===== src/rtl/dmac_lane.sv =====
// Module: one multiply-accumulate lane.
// Forms fb + cin + c +/- a*b in a widened signed sum, stores the low ACC_W
// bits and flags a signed wrap. Assumes ACC_W > A_W + B_W.
module dmac_lane #(
    parameter int A_W   = 18,
    parameter int B_W   = 18,
    parameter int ACC_W = 44,
    parameter int SHR_N = 17
) (
    input  logic             clk,
    input  logic             rst_n,
    input  logic [A_W-1:0]   a,
    input  logic [B_W-1:0]   b,
    input  logic [ACC_W-1:0] c,
    input  logic             cin,
    input  logic             sub,
    input  logic             shr,
    input  logic             clr,
    input  logic             flip,
    output logic [ACC_W-1:0] p_q,
    output logic             ovf_q
);
    localparam int PROD_W = A_W + B_W;
    localparam int SUM_W  = ACC_W + 2;

    logic signed [PROD_W-1:0] prod;
    logic signed [ACC_W-1:0]  fb;
    logic signed [SUM_W-1:0]  prod_x, term_x, fb_x, c_x, cin_x, sum;
    logic [SUM_W-ACC_W:0]     top;
    logic                     wrap;
    logic [ACC_W-1:0]         p_nxt;

    // Purpose: select the feedback term and form the widened signed sum.
    always_comb begin
        prod   = $signed(a) * $signed(b);
        if (clr)
            fb = '0;
        else if (shr)
            fb = $signed(p_q) >>> SHR_N;
        else
            fb = $signed(p_q);
        prod_x = {{(SUM_W-PROD_W){prod[PROD_W-1]}}, prod};
        term_x = sub ? -prod_x : prod_x;
        fb_x   = {{(SUM_W-ACC_W){fb[ACC_W-1]}}, fb};
        c_x    = {{(SUM_W-ACC_W){c[ACC_W-1]}}, c};
        cin_x  = {{(SUM_W-1){1'b0}}, cin};
        sum    = fb_x + c_x + cin_x + term_x;
        top    = sum[SUM_W-1:ACC_W-1];
        wrap   = !((&top) || (~|top));
        p_nxt  = sum[ACC_W-1:0] ^ {{(ACC_W-1){1'b0}}, flip};
    end

    // Purpose: register the accumulator and its wrap flag.
    always_ff @(posedge clk) begin
        if (!rst_n) begin
            p_q   <= '0;
            ovf_q <= 1'b0;
        end else begin
            p_q   <= p_nxt;
            ovf_q <= wrap;
        end
    end

    AST_RESET_CLEARS: assert property (@(posedge clk)
        !rst_n |=> (p_q == '0 && !ovf_q));

    AST_IDLE_HOLD: assert property (@(posedge clk) disable iff (!rst_n)
        (!clr && !shr && !cin && !flip && c == '0 && (a == '0 || b == '0))
        |=> ($stable(p_q) && !ovf_q));
endmodule


===== config.mk =====
export PLATFORM = sky130hd
export DESIGN_NAME = dmac_lane
export DESIGN_NICKNAME = d
export VERILOG_FILES = /design/src/rtl/dmac_lane.sv
export SDC_FILE = /design/constraint.sdc
export NUM_CORES = 1
export LEC_CHECK = 0
export BUFFER_PORTS_ARGS = -buffer_cell sky130_fd_sc_hd__buf_2
export CORE_MARGIN = 5
export CORE_UTILIZATION = 58
export CTS_CLUSTER_SIZE = 25
export DETAILED_ROUTE_END_ITERATION = 10
export PLACE_DENSITY = 0.89
export SYNTH_ARGS = -nofsm -noshare
export SYNTH_HDL_FRONTEND = slang
export SYNTH_SLANG_ARGS = --single-unit
export TNS_END_PERCENT = 30

===== constraint.sdc =====
create_clock -name clk -period 10.7 [get_ports clk]
set_clock_uncertainty 0.2 [all_clocks]
set_input_delay 1.07 -clock clk [delete_from_list [all_inputs] [get_ports clk]]
set_output_delay 1.07 -clock clk [all_outputs]
set_load 0.005 [all_outputs]

==> impl_metrics.yaml <==
status:
  outcome: "finished clean"
timing:
  finalSetupViolCount: 0
  fmax_mhz: 95.8
  relSlewSlack_pct: 46.1
  hold_viol: 0
  layout_worst_path_cycle_share_pct: 97.6
  min_period_ps: 10440
  finalHoldWorstSlack_ps: 740
  setup-tns-final_ps: 0
  drv_slew: 0
  worstMarginPinSlew_ps: 809
clocking:
  tritoncts: "built"
  h-tree-depth: 2
  clock_sinks: 45
  clock_insertion_delay_worst_skew_ps: 290
  cts.root.buffer_cell: "sky130_fd_sc_hd__clkbuf_16"
  cts-buffers-inserted: 5
  post_cts_hold_buffer_count: 0
  cts.path.max_buffers: 2
  path_clk_slew_ps: 70
floorplanning:
  initial_utilization_pct: 59.0
  fp.coreArea_sq_um: 31600
  die_h_um: 189
  rows: 65
  pin_count: 132
  die-width_um: 189
  die_area_sq_um: 35900
min_path:
  type_of_the_worst_min_delay_path: "reg -> reg"
  hold_path_depth: 5
critical_path:
  timing.critical_path.arrival_ps: 10400
  crit_type: "in -> reg"
  crit_path_end_kind: "register"
  critical_path_peak_fanout: 7
  top_cell_family_by_delay_on_the_critical_path: "adder cells"
  timing.critical_path.slowest_stage_cell: "sky130_fd_sc_hd__fa_1"
  timing.critical_path.from_type: "input port"
  timing.critical_path.slowest_cell_delay_ps: 540
  reg2regPathDepth: 17
  critical_path_depth: 38
  worst-endpoint-required_ps: 10660
  worst-path-buf-inv: 9
  cp_common_cell: "sky130_fd_sc_hd__fa_1"
synth:
  synth.ff_latch_count: 45
  syn_area_sq_um: 18700
  post_synth_main_area_contributors: "sky130_fd_sc_hd__fa_1 40%, sky130_fd_sc_hd__inv_1 9.6%, sky130_fd_sc_hd__ha_1 9.4%"
  synthesis.instances: 2178
  synth.yosys.warnings: 0
  async_flop_share_pct: 0
  synth.cells.most_frequent: "476 x sky130_fd_sc_hd__inv_1, 375 x sky130_fd_sc_hd__fa_1, 208 x sky130_fd_sc_hd__nand2_1"
  syn_area_per_cell_sq_um: 8.57
  synth.net_count: 2780
  synth_top_flop_cell: "sky130_fd_sc_hd__dfxtp_1"
  synth_most_common_cell: "sky130_fd_sc_hd__inv_1"
  sequential_element_share_of_the_synthesized_area_pct: 4.83
  synth-edff-count: 0
  netlist.area_leader.share_pct: 40.2
  library_cell_occupying_the_most_area_in_the_post_synthesis_netlist: "sky130_fd_sc_hd__fa_1"
  count_of_cell_types_in_the_netlist: 87
flow_run:
  max_cap_viol_count: 0
finish:
  num-nets-final: 2944
  layoutNonFillerInstCount: 2745
  flow.area_growth_from_synthesis_pct: 12.1
  antennaDiodeCount: 0
  final_util_pct: 66.1
  fraction_of_final_layout_cells_sized_beyond_drive_strength_1_pct: 15.3
place:
  numPlacedInstances: 2724
  post-dp-hpwl_um: 41600
  placement.io_buffers: 131
  placer_s_final_routability_congestion_estimate: 0.965
global_routing:
  grt-ovfl-total: 0
  first_global_vias: 17200
  grt_pass1_wl_um: 82200
  grt_max_degree: 45
  globalRouteTotalUtil_pct: 27.9
  antenna_found_initial: 0
detailed_routing:
  detail_route.drc_violations: 0
  detailedRoute.firstPassIterationCount: 5
  starting_drt_drc_count: 1245
  drt-wirelength-per-cell_um: 18.1
  viasPerCell: 5.79
  antenna_violating_nets_post_route: 0
  drt-total-wl_um: 49700
  detailroute.via_count: 15900
[what timing repair did]
| item | CTS | global route |
|---|---|---|
| gates resized for setup | 0 | 123 |
| endpoints found under the setup margin | 0 | 6 |
| buffers inserted | 0 | 13 |
[flip-flops by register name, indices dropped and copies added (netlist names)]
| name | flops |
|---|---|
| p_q | 44 |
| ovf_q | 1 |
[worst paths after layout]
kind	endpoint	startpoint	slack (ps)
worst max-delay path	ovf_q	b[17]	260
worst min-delay path	p_q[0]	p_q[0]	740
worst max register to register	p_q[42]	p_q[19]	5850
worst min register to register	p_q[0]	p_q[0]	740
[tightest hold or removal path, stage by stage (launching register included)]
cell and delay [ps]:
sky130_fd_sc_hd__dfxtp_1 330, sky130_fd_sc_hd__mux2i_1 110, sky130_fd_sc_hd__nor2_1 110, sky130_fd_sc_hd__ha_1 190
sky130_fd_sc_hd__xnor2_1 90, sky130_fd_sc_hd__nor2_1 80
[cell usage in the layout, fill, tap and decap left out, types with 10 or more instances in the layout]
master / count
sky130_fd_sc_hd__nor3_1: 17
sky130_fd_sc_hd__buf_2: 109
sky130_fd_sc_hd__and2_1: 173
sky130_fd_sc_hd__or2_2: 29
sky130_fd_sc_hd__buf_4: 113
sky130_fd_sc_hd__fa_1: 373
sky130_fd_sc_hd__nand2_1: 204
sky130_fd_sc_hd__a21oi_2: 11
sky130_fd_sc_hd__xor2_1: 36
sky130_fd_sc_hd__xnor2_1: 60
sky130_fd_sc_hd__inv_1: 475
sky130_fd_sc_hd__mux2i_1: 29
sky130_fd_sc_hd__nor2_1: 84
sky130_fd_sc_hd__nor2b_1: 12
sky130_fd_sc_hd__a21oi_1: 78
sky130_fd_sc_hd__and3_1: 10
sky130_fd_sc_hd__a21o_1: 29
sky130_fd_sc_hd__ha_1: 127
sky130_fd_sc_hd__nand2b_1: 29
sky130_fd_sc_hd__o21ai_0: 48
sky130_fd_sc_hd__nand3_1: 23
sky130_fd_sc_hd__dfxtp_1: 45
sky130_fd_sc_hd__o21bai_1: 11
[stage by stage]
| stage | setup slack, ps | area [sq um] |
|---|---|---|
| after detailed placement | -226 | 20200 |
| after global routing | -109 | 20900 |
| after global placement | 104 | 20200 |
| after CTS | 58.6 | 20300 |
| after floorplan | 53.9 | 18700 |
| final | 259 | 20900 |
[routing by layer]
layer  wire, um  global-route usage [%]
met5          0                       0
met4       3340                    14.6
met3       2970                    2.54
met2      25400                    50.0
met1      18000                    33.5
[kinds of logic after synthesis]
| family | Yosys count | synth area share (%) |
|---|---|---|
| buffers and inverters | 556 | 11.4 |
| adders and majority gates | 515 | 49.6 |
| DFF | 45 | 4.83 |
| xor gates and xnor gates | 99 | 4.65 |
| muxes | 30 | 1.62 |
| and+or+nand+nor | 648 | 17.9 |
| AOI/OAI and AO/OA | 285 | 10.0 |
[final cells by class]
cell class                      instances  area, sq um
Tap cell                              402          503
Inverter                              477         1790
Sequential cell                        45          901
Clock inverter                          2         17.5
Fill cell                            2333        10700
Timing Repair Buffer                  236         1520
Multi-Input combinational cell       1577        16000
Clock buffer                            6          139
Power is not shown: default switching activity piles up to over one toggle a cycle in this logic, so the estimate is an artifact.
